## config.mk

```make
export PLATFORM = sky130hd
export DESIGN_NAME = dram_refresh_seq
export DESIGN_NICKNAME = d
export VERILOG_FILES = /design/src/rtl/dram_ref_pkg.sv /design/src/rtl/ref_interval_timer.sv /design/src/rtl/ref_debt_counter.sv /design/src/rtl/ref_seq_fsm.sv /design/src/rtl/dram_refresh_seq.sv
export SDC_FILE = /design/constraint.sdc
export NUM_CORES = 1
export LEC_CHECK = 0
export BUFFER_PORTS_ARGS = -buffer_cell sky130_fd_sc_hd__clkbuf_2
export CORE_ASPECT_RATIO = 1.1
export CORE_MARGIN = 3
export CORE_UTILIZATION = 60
export CTS_BUF_LIST = sky130_fd_sc_hd__clkbuf_16
export CTS_CLUSTER_DIAMETER = 100
export CTS_CLUSTER_SIZE = 12
export DETAILED_ROUTE_END_ITERATION = 7
export PLACE_DENSITY = 0.83
export SETUP_SLACK_MARGIN = 0.02
export SLEW_MARGIN = 5
export SYNTH_ARGS = -nofsm -noshare
export SYNTH_HDL_FRONTEND = slang
export SYNTH_SLANG_ARGS = --single-unit
```

## constraint.sdc

```tcl
create_clock -name clk -period 6.9 [get_ports clk]
set_clock_uncertainty 0.1 [all_clocks]
set_input_delay 1.38 -clock clk [delete_from_list [all_inputs] [get_ports clk]]
set_output_delay 1.38 -clock clk [all_outputs]
set_load 0.005 [all_outputs]
```

## src/rtl/dram_ref_pkg.sv

```systemverilog
package dram_ref_pkg;

    typedef enum logic [3:0] {
        ST_PAUSE,
        ST_WAKE_REQ,
        ST_WAKE_LO,
        ST_WAKE_HI,
        ST_IDLE,
        ST_REQ,
        ST_CBR_SETUP,
        ST_CBR_ACT,
        ST_CBR_PRE,
        ST_SR_SETUP,
        ST_SR_HOLD,
        ST_SR_PRE
    } seq_state_e;

    typedef struct packed {
        logic oe;
        logic ras_n;
        logic cas_n;
    } strobe_t;

    function automatic int unsigned umax(input int unsigned a, input int unsigned b);
        return (a > b) ? a : b;
    endfunction

endpackage

```

## src/rtl/ref_interval_timer.sv

```systemverilog
module ref_interval_timer #(
    parameter int unsigned INT_STD = 1560,
    parameter int unsigned INT_EXT = 24960
) (
    input  logic clk,
    input  logic rst_n,
    input  logic en,
    input  logic clr,
    input  logic ext_sel,
    output logic tick
);
    localparam int unsigned W = $clog2(dram_ref_pkg::umax(INT_STD, INT_EXT) + 1);
    localparam logic [W-1:0] LIM_STD = W'(INT_STD - 1);
    localparam logic [W-1:0] LIM_EXT = W'(INT_EXT - 1);

    typedef struct packed {
        logic [W-1:0] cnt;
    } tmr_t;

    tmr_t tmr_d, tmr_q;
    logic [W-1:0] limit;

    always_comb begin
        limit = ext_sel ? LIM_EXT : LIM_STD;
        tick  = en && !clr && (tmr_q.cnt >= limit);
        tmr_d = tmr_q;
        if (clr) begin
            tmr_d.cnt = '0;
        end else if (en) begin
            tmr_d.cnt = tick ? '0 : tmr_q.cnt + 1'b1;
        end
    end

    always_ff @(posedge clk or negedge rst_n) begin
        if (!rst_n) tmr_q <= '0;
        else        tmr_q <= tmr_d;
    end
endmodule

```

## src/rtl/ref_debt_counter.sv

```systemverilog
module ref_debt_counter #(
    parameter int unsigned MAX_OWED = 4
) (
    input  logic clk,
    input  logic rst_n,
    input  logic inc,
    input  logic dec,
    input  logic clr,
    output logic owed_nz
);
    localparam int unsigned OW = $clog2(MAX_OWED + 1);
    localparam logic [OW-1:0] CAP = OW'(MAX_OWED);

    typedef struct packed {
        logic [OW-1:0] owed;
    } debt_t;

    debt_t debt_d, debt_q;

    always_comb begin
        owed_nz = (debt_q.owed != '0);
        debt_d  = debt_q;
        if (clr) begin
            debt_d.owed = '0;
        end else if (inc && !dec) begin
            if (debt_q.owed != CAP) debt_d.owed = debt_q.owed + 1'b1;
        end else if (dec && !inc) begin
            if (owed_nz) debt_d.owed = debt_q.owed - 1'b1;
        end
    end

    always_ff @(posedge clk or negedge rst_n) begin
        if (!rst_n) debt_q <= '0;
        else        debt_q <= debt_d;
    end
endmodule

```

## src/rtl/ref_seq_fsm.sv

```systemverilog
module ref_seq_fsm
    import dram_ref_pkg::*;
#(
    parameter int unsigned PAUSE_CYC   = 20000,
    parameter int unsigned WAKE_CYCLES = 8,
    parameter int unsigned T_CSR       = 2,
    parameter int unsigned T_RAS       = 8,
    parameter int unsigned T_RP        = 6,
    parameter int unsigned SR_MIN      = 10000,
    parameter int unsigned T_RPS       = 13
) (
    input  logic    clk,
    input  logic    rst_n,
    input  logic    grant,
    input  logic    owed_nz,
    input  logic    self_ref_req,
    output strobe_t strobe,
    output logic    refresh_req,
    output logic    busy,
    output logic    init_done,
    output logic    ref_done,
    output logic    sr_active
);
    localparam int unsigned LONGEST = umax(umax(umax(PAUSE_CYC, SR_MIN), umax(T_RAS, T_RP)),
                                           umax(T_CSR, T_RPS));
    localparam int unsigned CW = $clog2(LONGEST + 1);
    localparam int unsigned WW = $clog2(WAKE_CYCLES + 1);
    localparam logic [CW-1:0] L_PAUSE = CW'(PAUSE_CYC - 1);
    localparam logic [CW-1:0] L_CSR   = CW'(T_CSR - 1);
    localparam logic [CW-1:0] L_RAS   = CW'(T_RAS - 1);
    localparam logic [CW-1:0] L_RP    = CW'(T_RP - 1);
    localparam logic [CW-1:0] L_SR    = CW'(SR_MIN - 1);
    localparam logic [CW-1:0] L_RPS   = CW'(T_RPS - 1);
    localparam logic [WW-1:0] L_WAKE  = WW'(WAKE_CYCLES - 1);

    typedef struct packed {
        seq_state_e    state;
        logic [CW-1:0] cnt;
        logic [WW-1:0] wake;
        logic          init;
    } seq_t;

    localparam seq_t SEQ_RST = '{state: ST_PAUSE, cnt: '0, wake: '0, init: 1'b0};

    seq_t seq_d, seq_q;
    logic phase_end;

    // next-state process
    always_comb begin
        seq_d    = seq_q;
        ref_done = 1'b0;
        phase_end = 1'b0;
        case (seq_q.state)
            ST_PAUSE:     phase_end = (seq_q.cnt == L_PAUSE);
            ST_WAKE_LO,
            ST_CBR_ACT:   phase_end = (seq_q.cnt == L_RAS);
            ST_WAKE_HI,
            ST_CBR_PRE:   phase_end = (seq_q.cnt == L_RP);
            ST_CBR_SETUP,
            ST_SR_SETUP:  phase_end = (seq_q.cnt == L_CSR);
            ST_SR_HOLD:   phase_end = (seq_q.cnt >= L_SR);
            ST_SR_PRE:    phase_end = (seq_q.cnt == L_RPS);
            default:      phase_end = 1'b0;
        endcase

        if (!phase_end) seq_d.cnt = seq_q.cnt + 1'b1;
        else            seq_d.cnt = '0;

        case (seq_q.state)
            ST_PAUSE: begin
                if (phase_end) seq_d.state = ST_WAKE_REQ;
            end
            ST_WAKE_REQ: begin
                seq_d.cnt = '0;
                if (grant) seq_d.state = ST_WAKE_LO;
            end
            ST_WAKE_LO: begin
                if (phase_end) seq_d.state = ST_WAKE_HI;
            end
            ST_WAKE_HI: begin
                if (phase_end) begin
                    if (seq_q.wake == L_WAKE) begin
                        seq_d.state = ST_IDLE;
                        seq_d.init  = 1'b1;
                        seq_d.wake  = '0;
                    end else begin
                        seq_d.state = ST_WAKE_LO;
                        seq_d.wake  = seq_q.wake + 1'b1;
                    end
                end
            end
            ST_IDLE: begin
                seq_d.cnt = '0;
                if (self_ref_req || owed_nz) seq_d.state = ST_REQ;
            end
            ST_REQ: begin
                seq_d.cnt = '0;
                if (grant) begin
                    if (self_ref_req)  seq_d.state = ST_SR_SETUP;
                    else if (owed_nz)  seq_d.state = ST_CBR_SETUP;
                    else               seq_d.state = ST_IDLE;
                end else if (!self_ref_req && !owed_nz) begin
                    seq_d.state = ST_IDLE;
                end
            end
            ST_CBR_SETUP: begin
                if (phase_end) seq_d.state = ST_CBR_ACT;
            end
            ST_CBR_ACT: begin
                if (phase_end) begin
                    seq_d.state = ST_CBR_PRE;
                    ref_done    = 1'b1;
                end
            end
            ST_CBR_PRE: begin
                if (phase_end) begin
                    if (owed_nz) seq_d.state = grant ? ST_CBR_SETUP : ST_REQ;
                    else         seq_d.state = ST_IDLE;
                end
            end
            ST_SR_SETUP: begin
                if (phase_end) seq_d.state = ST_SR_HOLD;
            end
            ST_SR_HOLD: begin
                if (phase_end) begin
                    seq_d.cnt = seq_q.cnt;
                    if (!self_ref_req) begin
                        seq_d.state = ST_SR_PRE;
                        seq_d.cnt   = '0;
                    end
                end
            end
            ST_SR_PRE: begin
                if (phase_end) seq_d.state = ST_IDLE;
            end
            default: seq_d = SEQ_RST;
        endcase
    end

    // output decode from registered state
    always_comb begin
        strobe = '{oe: 1'b0, ras_n: 1'b1, cas_n: 1'b1};
        case (seq_q.state)
            ST_WAKE_LO:   strobe = '{oe: 1'b1, ras_n: 1'b0, cas_n: 1'b1};
            ST_CBR_SETUP,
            ST_SR_SETUP:  strobe = '{oe: 1'b1, ras_n: 1'b1, cas_n: 1'b0};
            ST_CBR_ACT,
            ST_SR_HOLD:   strobe = '{oe: 1'b1, ras_n: 1'b0, cas_n: 1'b0};
            ST_WAKE_HI,
            ST_CBR_PRE,
            ST_SR_PRE:    strobe = '{oe: 1'b1, ras_n: 1'b1, cas_n: 1'b1};
            default:      strobe = '{oe: 1'b0, ras_n: 1'b1, cas_n: 1'b1};
        endcase
        refresh_req = (seq_q.state != ST_PAUSE) && (seq_q.state != ST_IDLE);
        busy        = (seq_q.state != ST_IDLE);
        init_done   = seq_q.init;
        sr_active   = (seq_q.state == ST_SR_SETUP) || (seq_q.state == ST_SR_HOLD) ||
                      (seq_q.state == ST_SR_PRE);
    end

    always_ff @(posedge clk or negedge rst_n) begin
        if (!rst_n) seq_q <= SEQ_RST;
        else        seq_q <= seq_d;
    end
endmodule

```

## src/rtl/dram_refresh_seq.sv

```systemverilog
module dram_refresh_seq
    import dram_ref_pkg::*;
#(
    parameter int unsigned PAUSE_CYC   = 20000,
    parameter int unsigned WAKE_CYCLES = 8,
    parameter int unsigned REF_INT_STD = 1560,
    parameter int unsigned REF_INT_EXT = 24960,
    parameter int unsigned T_CSR       = 2,
    parameter int unsigned T_RAS       = 8,
    parameter int unsigned T_RP        = 6,
    parameter int unsigned SR_MIN      = 10000,
    parameter int unsigned T_RPS       = 13,
    parameter int unsigned MAX_OWED    = 4
) (
    input  logic clk,
    input  logic rst_n,
    input  logic ext_retention,
    input  logic self_ref_req,
    input  logic grant,
    output logic refresh_req,
    output logic busy,
    output logic init_done,
    output logic strobe_oe,
    output logic ras_n,
    output logic lcas_n,
    output logic ucas_n
);
    strobe_t strobe;
    logic    tick;
    logic    owed_nz;
    logic    ref_done;
    logic    sr_active;
    logic    timer_en;

    assign timer_en = init_done && !sr_active;

    ref_interval_timer #(
        .INT_STD (REF_INT_STD),
        .INT_EXT (REF_INT_EXT)
    ) u_timer (
        .clk     (clk),
        .rst_n   (rst_n),
        .en      (timer_en),
        .clr     (sr_active),
        .ext_sel (ext_retention),
        .tick    (tick)
    );

    ref_debt_counter #(
        .MAX_OWED (MAX_OWED)
    ) u_debt (
        .clk     (clk),
        .rst_n   (rst_n),
        .inc     (tick),
        .dec     (ref_done),
        .clr     (sr_active),
        .owed_nz (owed_nz)
    );

    ref_seq_fsm #(
        .PAUSE_CYC   (PAUSE_CYC),
        .WAKE_CYCLES (WAKE_CYCLES),
        .T_CSR       (T_CSR),
        .T_RAS       (T_RAS),
        .T_RP        (T_RP),
        .SR_MIN      (SR_MIN),
        .T_RPS       (T_RPS)
    ) u_fsm (
        .clk          (clk),
        .rst_n        (rst_n),
        .grant        (grant),
        .owed_nz      (owed_nz),
        .self_ref_req (self_ref_req),
        .strobe       (strobe),
        .refresh_req  (refresh_req),
        .busy         (busy),
        .init_done    (init_done),
        .ref_done     (ref_done),
        .sr_active    (sr_active)
    );

    assign strobe_oe = strobe.oe;
    assign ras_n     = strobe.ras_n;
    assign lcas_n    = strobe.cas_n;
    assign ucas_n    = strobe.cas_n;
endmodule

```

==> results of run 1 <==
## where the power goes
| group | internal, mW | switching, mW |
|---|---|---|
| combinational | 0.229 | 0.344 |
| clock | 0.169 | 0.100 |
| sequential | 0.285 | 0.0589 |
## cell families after synthesis
logic type               Yosys count
AND/OR/NAND/NOR                  157
AO/OA/AOI/OAI                    112
buffers and inverters             43
flip-flops                        42
adder cells (fa/ha/maj)           17
multiplexers                      14
XOR/XNOR                           4
## cells in the mapped netlist (2+ instances only)
master     instances
a31o_2             4
nor2_1            31
nand3_1           30
or4_1              4
o31ai_1            3
or2_2              5
a2111o_1           3
xor2_1             4
o21ai_0           28
a21oi_1            9
nand2b_1           2
buf_2              8
nor3b_1            6
or3_1              3
nor3_1            10
a221o_1            3
inv_1             22
and2_1             5
mux2_2             2
nand4_1            2
o2bb2ai_1          2
a2111oi_0          3
a22o_1            11
a211oi_1           2
a41oi_1            3
nand2_1           34
o211ai_1           3
a22oi_1           11
and4_1             3
mux2i_1           11
and3_1            11
nor2b_1            4
ha_1              16
a21o_1            10
buf_4              2
dfrtp_1           42
clkbuf_1          10
nor4_1             3
a31oi_1            6
## through the flow
stage / cells / setup WS (ns) / total power [mW] / hold slack (ns) / instance area (um^2)
after floorplan: 389 / 2.93 / 0.801 / 0.353 / 3240
after global placement: 451 / 2.63 / 0.880 / 0.392 / 3290
after detailed placement: 451 / 2.46 / 0.909 / 0.399 / 3290
after CTS: 459 / 2.77 / 1.18 / 0.411 / 3460
after global routing: 459 / 2.60 / 1.28 / 0.437 / 3460
final: 459 / 2.73 / 1.19 / 0.408 / 3460
## flip-flops by register name, summed over array words and instances (netlist names)
name,count
u_fsm.seq_q,23
u_timer.tmr_q,15
u_debt.debt_q,3
u_fsm.init_done,1
## worst paths after layout
check	startpoint	endpoint	slack [ns]
min	u_fsm.seq_q[4]$_DFFE_PN0P_	u_fsm.seq_q[4]$_DFFE_PN0P_	0.41
max	ext_retention	u_debt.debt_q[2]$_DFFE_PN0P_	2.73
max reg2reg	u_fsm.seq_q[21]$_DFFE_PN0P_	u_debt.debt_q[2]$_DFFE_PN0P_	3.05
min reg2reg	u_fsm.seq_q[4]$_DFFE_PN0P_	u_fsm.seq_q[4]$_DFFE_PN0P_	0.41
min in group asynchronous	rst_n	u_timer.tmr_q[11]$_DFFE_PN0P_	1.17
max in group asynchronous	rst_n	u_fsm.seq_q[8]$_DFFE_PN0P_	4.84
## metal layers
metal / up-vias / wire (um)
li1: 1444 / -
met2: 80 / 3750
met4: 0 / 118
met1: 1435 / 3330
met5: - / 0
met3: 11 / 390
## final cells by class
type / count / area (um^2) / area share [%]
flip-flops and latches: 42 / 1050 / 30.4
clock inverters: 3 / 40.0 / 1.16
repair buffers: 11 / 55.1 / 1.59
well taps: 72 / 90.1 / 2.61
multi-input cells: 304 / 2010 / 58.2
inverters: 22 / 82.6 / 2.39
clock buffers: 5 / 125 / 3.62
==> results_dict.tcl, run 1 <==
set metrics [dict create \
    synthFlopType "dfrtp_1" \
    drtIter0Drc 220 \
    slew_headroom_pct 22.9 \
    synth_compound_area_share_pct 24.9 \
    nets 408 \
    leakage_nw 1.59 \
    synth.ff_latch_count 42 \
    power-per-cell-area_nw_per_um2 344 \
    seq_area_frac_synth_pct 32.4 \
    synth_mux_area_share_pct 4.55 \
    drc 0 \
    grt.total_usage_pct 25.1 \
    clock-root-buffer "clkbuf_16" \
    core-area_um2 5100 \
    firstDrtPassIters 5 \
    gp_congestion 0.919 \
    met3_usage_pct 3.69 \
    path_class "in -> reg" \
    critical_path.max_fanout 6 \
    antenna_found_initial 0 \
    start_util_pct 63.6 \
    met2_usage_pct 42.3 \
    routed_wirelength_mm 7.59 \
    syn_area_um2 3240 \
    yosysTopAreaCell "dfrtp_1" \
    synth_warnings 0 \
    fin_crit_sh_pct 60.5 \
    cp_slowest_cell "fa_1" \
    syn_avg_cell_area_um2 8.33 \
    wl_per_cell_um 16.5 \
    mostFrequentLayoutCell "dfrtp_1" \
    post-cts-setup-buffer-count 0 \
    grt_max_degree 43 \
    hpwl_mm 5.24 \
    area_delta_synth_final_pct 6.60 \
    pin_count 12 \
    synthArstFlopShare_pct 100 \
    dieArea_um2 6320 \
    grt_pass1_vias 2880 \
    num_vias 2970 \
    rsz0062_at_grt "no" \
    fin_util_pct 67.7 \
    tritoncts "built" \
    numCtsBuffers 5 \
    synth_top_family_by_area "compound AO/OA/AOI/OAI gates" \
    cpPeakStageDelay_ns 0.44 \
    n_antenna_cell 0 \
    drive_gt1_share_pct 8.79 \
    clockBufferDepth 2 \
    drv_cap 0 \
    synth_xor_area_share_pct 1.08 \
    gr-total-overflow 0 \
    clock_latency_ns 0.29 \
    ant_nets 0 \
    start_kind "input pin" \
    path_clk_slew_ns 0.06 \
    critPathRequiredTime_ns 7.01 \
    synth_top_area_share_pct 32.4 \
    status "finished clean" \
    syn_inst 389 \
    grt_pass1_wl_mm 13.2 \
    clock.fmax_mhz 240 \
    cp_top_family "compound AO/OA/AOI/OAI gates" \
    crit_cells 12 \
    hold_viol 0 \
    cpMostUsedCell "nor2_1" \
    synth_fp_nets 411 \
    cp-end-kind "flip-flop" \
    cts_resized 0 \
    peakVddDrop_uv 266 \
    period_minus_slack_ns 4.17 \
    maxSlewViolCount 0 \
    die_h_um 83.1 \
    tns_ns 0 \
    tightest_slew_ns 1.16 \
    die_w_um 76.1 \
    cp.arrival_ns 4.28 \
    vias_per_cell 6.47 \
    top_usage_layer "met2" \
    rr_worst_depth 11 \
    met1_usage_pct 32.5 \
    clock-sinks 42 \
    final_cell_mix "42 x dfrtp_1, 34 x nand2_1, 31 x nor2_1" \
    rows 27 \
    worstPathCellList "clkbuf_2 -> inv_1 -> ha_1 -> a2111oi_0 -> nor2_1 -> o31ai_1 -> a31o_2 -> nor2_1 -> fa_1 -> nor4_1 -> a41oi_1 -> a31oi_1" \
    holdPathStages 1 \
    setup_violations 0 \
    synthDistinctLibCells 57 \
    h-tree-depth 2 \
    fill_cells 419 \
    critPathBufInv 2 \
    port_buffers 11 \
    hold_buffers 0 \
    synth-edff-count 0 \
    hp-class "reg -> reg" \
    yosys-top-cells-area "dfrtp_1 32%, ha_1 6.2%, nand3_1 4.6%, o21ai_0 4.3%, nand2_1 3.9%" \
    synth-simple-area-share_pct 24.7 \
    synthAdderAreaFrac_pct 6.79 \
]
Note: power is estimated with default switching activity, not from simulation.
==> run 2, diff against run 1 <==
- clock period: 6.9 -> 4.2 ns (I/O delays scaled with it)
==> run 2 against run 1 <==
Against the previous run:
- critical path depth shrank 1
- cell count grew 1.3%
- combinational power up 69%
- via count increased by 0.10%
- cell area increased by 1.3%
- largest power group unchanged
- register-to-register slack got worse by 2.7 ns
==> results_dict.tcl, run 2 (synthesized netlist as in run 1, its figures left out) <==
set metrics [dict create \
    tns_ns 0 \
    drc 0 \
    fin_util_pct 68.6 \
    core-area_um2 5100 \
    power-per-cell-area_nw_per_um2 565 \
    pwr-share-comb_pct 49.0 \
    rsz0062_at_grt "no" \
    clockBufferDepth 2 \
    n_antenna_cell 0 \
    cp.arrival_ns 3.93 \
    numCtsBuffers 5 \
    vias_per_cell 6.39 \
    path_clk_slew_ns 0.06 \
    port_buffers 11 \
    gp_congestion 0.924 \
    cp-end-kind "flip-flop" \
    start_kind "flip-flop" \
    h-tree-depth 2 \
    wl_per_cell_um 16.1 \
    p_sw_mw 0.829 \
    die_h_um 83.1 \
    num_vias 2973 \
    nets 414 \
    critPathRequiredTime_ns 4.31 \
    drive_gt1_share_pct 10.2 \
    period_minus_slack_ns 3.82 \
    intPower_mw 1.15 \
    start_util_pct 63.6 \
    status "finished clean" \
    met2_usage_pct 41.0 \
    reg.largest.list "u_fsm.seq_q x23, u_timer.tmr_q x15, u_debt.debt_q x3" \
    routed_wirelength_mm 7.47 \
    hp-class "reg -> reg" \
    slew_headroom_pct 31.1 \
    maxSlewViolCount 0 \
    met1_usage_pct 33.4 \
    peakVddDrop_uv 456 \
    clock-root-buffer "clkbuf_16" \
    setup_violations 0 \
    final_cell_mix "42 x dfrtp_1, 34 x nand2_1, 31 x nor2_1" \
    path_class "reg -> reg" \
    cts_resized 0 \
    leakage_nw 1.62 \
    area_delta_synth_final_pct 7.99 \
    critical_path.max_fanout 11 \
    pwr-share-seq_pct 28.5 \
    hold_viol 0 \
    rows 27 \
    rr_worst_depth 11 \
    drv_cap 0 \
    tritoncts "built" \
    clock_latency_ns 0.29 \
    grt.total_usage_pct 24.8 \
    top_usage_layer "met2" \
    ant_nets 0 \
    clock.fmax_mhz 262 \
    regMostFlops "u_fsm.seq_q" \
    met3_usage_pct 3.58 \
    grt_pass1_vias 2866 \
    tightest_slew_ns 1.03 \
    pin_count 12 \
    sw_frac_of_total_pct 41.9 \
    hold_buffers 0 \
    post-cts-setup-buffer-count 0 \
    clockPowerShare_pct 22.4 \
    clock-sinks 42 \
    fin_crit_sh_pct 91.0 \
    gr-total-overflow 0 \
    antenna_found_initial 0 \
    grt_max_degree 43 \
    mostFrequentLayoutCell "dfrtp_1" \
    holdPathStages 1 \
    hpwl_mm 5.20 \
    die_w_um 76.1 \
    grt_pass1_wl_mm 13.2 \
    firstDrtPassIters 5 \
    dieArea_um2 6320 \
    drtIter0Drc 167 \
    largest_reg_flops 23 \
]
-- run 2: layout make-up --
class                      instances  area (um^2)
multi-input combinational        304         2010
fill                             392         1600
sequential                        42         1050
clock buffer                       5          125
timing repair buffer              17          100
tap                               72         90.1
inverter                          22         82.6
clock inverter                     3         40.0
-- run 2: metrics by stage --
stage          hold WS (ns)  setup WS [ns]  power (mW)  cell area [um^2]  cells
2_1_floorplan         0.353          0.768        1.32              3240    389
3_3_place_gp          0.387          0.482        1.48              3340    457
3_5_place_dp          0.389          0.332        1.51              3340    457
4_1_cts               0.399          0.494        1.96              3500    465
5_1_grt               0.419          0.146        2.13              3500    465
6_report              0.398          0.379        1.98              3500    465
-- run 2: per-layer routing --
metal | wire, um | part of all wire, % | vias to the layer above
met5 | 0 | 0 | -
li1 | - | - | 1450
met1 | 3400 | 45 | 1423
met4 | 78 | 1.0 | 0
met3 | 350 | 4.7 | 6
met2 | 3650 | 49 | 94
-- run 2: final timing paths --
| check | startpoint | endpoint | slack (ns) |
|---|---|---|---|
| worst max-delay path | u_fsm.seq_q[21]$_DFFE_PN0P_ | u_debt.debt_q[2]$_DFFE_PN0P_ | 0.38 |
| worst min-delay path | u_fsm.seq_q[4]$_DFFE_PN0P_ | u_fsm.seq_q[4]$_DFFE_PN0P_ | 0.40 |
| worst max register to register | u_fsm.seq_q[21]$_DFFE_PN0P_ | u_debt.debt_q[2]$_DFFE_PN0P_ | 0.38 |
| worst min register to register | u_fsm.seq_q[4]$_DFFE_PN0P_ | u_fsm.seq_q[4]$_DFFE_PN0P_ | 0.40 |
| max in group asynchronous | rst_n | u_fsm.seq_q[5]$_DFFE_PN0P_ | 2.74 |
| min in group asynchronous | rst_n | u_timer.tmr_q[12]$_DFFE_PN0P_ | 0.62 |
-- run 2: critical path, stage by stage, from the launching register on --
cell and delay, ns:
dfrtp_1 0.43, inv_1 0.14, ha_1 0.40, nor2_1 0.16, a311o_1 0.42, a2111oi_0 0.61
and4_1 0.31, nor2_1 0.12, fa_1 0.46, nor4_1 0.30, a41oi_1 0.08, a31oi_1 0.21
-- run 2: power by group through the flow --
stage               clock network (mW)  logic, mW  registers [mW]
floorplan                            0      0.789           0.527
global placement                     0      0.920           0.563
detailed placement                   0      0.947           0.567
CTS                              0.449      0.956           0.560
global route                     0.469       1.08           0.577
finish                           0.443      0.969           0.564
==> run 3, diff against run 2 <==
- clock period: 4.2 -> 4.15 ns (I/O delays scaled with it)
==> run 3 against run 2 <==
Against the previous run:
- sequential share of layout area up 0.23 points
- utilization down 0.52 points
- register-to-register slack better by 0.07 ns
- worst hold slack better by 0.0078 ns
- cell area down 0.75%
- highest routed layer unchanged
- clock-buffer cell count unchanged
- cell count unchanged
==> results_dict.tcl, run 3 (synthesized netlist as in run 1, its figures left out) <==
set metrics [dict create \
    status "finished clean" \
    reg.largest.list "u_fsm.seq_q x23, u_timer.tmr_q x15, u_debt.debt_q x3" \
    final_cell_mix "42 x dfrtp_1, 34 x nand2_1, 31 x nor2_1" \
    pwr-share-seq_pct 29.4 \
    die_h_um 83.1 \
    dp_cells 457 \
    fin_hold_ws_ns 0.406 \
    firstDrtPassIters 5 \
    maxSlewViolCount 0 \
    die_w_um 76.1 \
    start_util_pct 63.6 \
    ant_nets 0 \
    pwr-share-comb_pct 51.0 \
    hold_buffers 0 \
    fin_crit_sh_pct 89.1 \
    peakVddDrop_uv 563 \
    regMostFlops "u_fsm.seq_q" \
    mostFrequentLayoutCell "dfrtp_1" \
    tritoncts "built" \
    p_sw_mw 0.835 \
    tightest_slew_ns 1.05 \
    tns_ns 0 \
    antenna_found_initial 0 \
    cp.arrival_ns 3.80 \
    critPathRequiredTime_ns 4.25 \
    power-per-cell-area_nw_per_um2 556 \
    num_vias 3049 \
    rows 27 \
    rsz0062_at_grt "no" \
    h-tree-depth 2 \
    pin_count 12 \
    power_mw 1.93 \
    core-area_um2 5100 \
    grt_max_degree 43 \
    port_buffers 11 \
    grt_pass1_wl_mm 13.4 \
    slew_headroom_pct 30.2 \
    path_clk_slew_ns 0.06 \
    path_class "reg -> reg" \
    cts_resized 0 \
    dpl_cell_area_um2 3340 \
    sw_frac_of_total_pct 43.2 \
    critical_path.max_fanout 11 \
    drive_gt1_share_pct 9.67 \
    grt.total_usage_pct 25.1 \
    cpPeakStageDelay_ns 0.48 \
    numCtsBuffers 5 \
    clock-sinks 42 \
    clock-root-buffer "clkbuf_16" \
    worstPathCellList "inv_1 -> ha_1 -> nor2_1 -> a311o_1 -> a2111oi_1 -> and4_1 -> nor2_1 -> fa_1 -> nor4_1 -> a41oi_1 -> a31oi_1" \
    drc 0 \
    vias_per_cell 6.56 \
    clockBufferDepth 2 \
    clock.fmax_mhz 270 \
    start_kind "flip-flop" \
    wl_per_cell_um 16.0 \
    cp-end-kind "flip-flop" \
    hpwl_mm 5.22 \
    design_area_um2 3470 \
    leakage_nw 1.61 \
    hold_viol 0 \
    n_antenna_cell 0 \
    setup_violations 0 \
    area_delta_synth_final_pct 7.18 \
    clockPowerShare_pct 19.5 \
    fin_util_pct 68.1 \
    intPower_mw 1.10 \
    pre_cts_slack_ns 0.271 \
    nets 414 \
    cpMostUsedCell "nor2_1" \
    cp_slowest_cell "a2111oi_1" \
    gr-total-overflow 0 \
    period_minus_slack_ns 3.70 \
    hp-class "reg -> reg" \
    drv_cap 0 \
    post-cts-setup-buffer-count 0 \
    gp_congestion 0.885 \
    dieArea_um2 6320 \
    clock_latency_ns 0.29 \
    drtIter0Drc 208 \
    grt_pass1_vias 2992 \
    setup_slack_ns 0.451 \
    routed_wirelength_mm 7.44 \
    stdcell_count 465 \
    largest_reg_flops 23 \
]
==> run 3: power groups by stage <==
stage | clock network (mW) | logic, mW | registers [mW]
after floorplan | 0 | 0.799 | 0.533
after global placement | 0 | 0.928 | 0.571
after detailed placement | 0 | 0.964 | 0.574
after CTS | 0.382 | 0.975 | 0.566
after global routing | 0.400 | 1.11 | 0.581
final | 0.377 | 0.987 | 0.569
==> run 3: worst paths after layout <==
| path | from | endpoint | slack, ns | cells past startpoint |
|---|---|---|---|---|
| worst max-delay path | u_fsm.seq_q[21]$_DFFE_PN0P_ | u_debt.debt_q[2]$_DFFE_PN0P_ | 0.45 | 11 |
| worst min-delay path | u_fsm.seq_q[1]$_DFFE_PN0P_ | u_fsm.seq_q[1]$_DFFE_PN0P_ | 0.41 | 1 |
| worst max register to register | u_fsm.seq_q[21]$_DFFE_PN0P_ | u_debt.debt_q[2]$_DFFE_PN0P_ | 0.45 | 11 |
| worst min register to register | u_fsm.seq_q[1]$_DFFE_PN0P_ | u_fsm.seq_q[1]$_DFFE_PN0P_ | 0.41 | 1 |
| max in group asynchronous | rst_n | u_fsm.seq_q[20]$_DFFE_PN0P_ | 2.69 | 1 |
| min in group asynchronous | rst_n | u_timer.tmr_q[13]$_DFFE_PN0P_ | 0.62 | 1 |
==> run 3: cell type report <==
type                    instances  area [um^2]
inverters                      22         82.6
repair buffers                 17          100
clock inverters                 3         12.5
multi-input cells             304         2010
clock buffers                   5          125
fillers                       412         1630
flip-flops and latches         42         1050
well taps                      72         90.1
==> run 3: worst max-delay path, delay by kind of cell, from the launching register on <==
kind	cells	cell delay, ns
and+or+nand+nor	4	0.91
adders and majority gates	2	0.86
DFF	1	0.44
AOI/OAI and AO/OA	4	1.19
buffers and inverters	1	0.12
==> run 3: routing by layer <==
layer | up-vias | track usage, % | share of wire (%)
met5 | - | 0 | 0
met3 | 15 | 4.45 | 6.5
met1 | 1463 | 32.4 | 43
met4 | 0 | 9.39 | 1.5
met2 | 121 | 42.1 | 49
li1 | 1450 | - | -
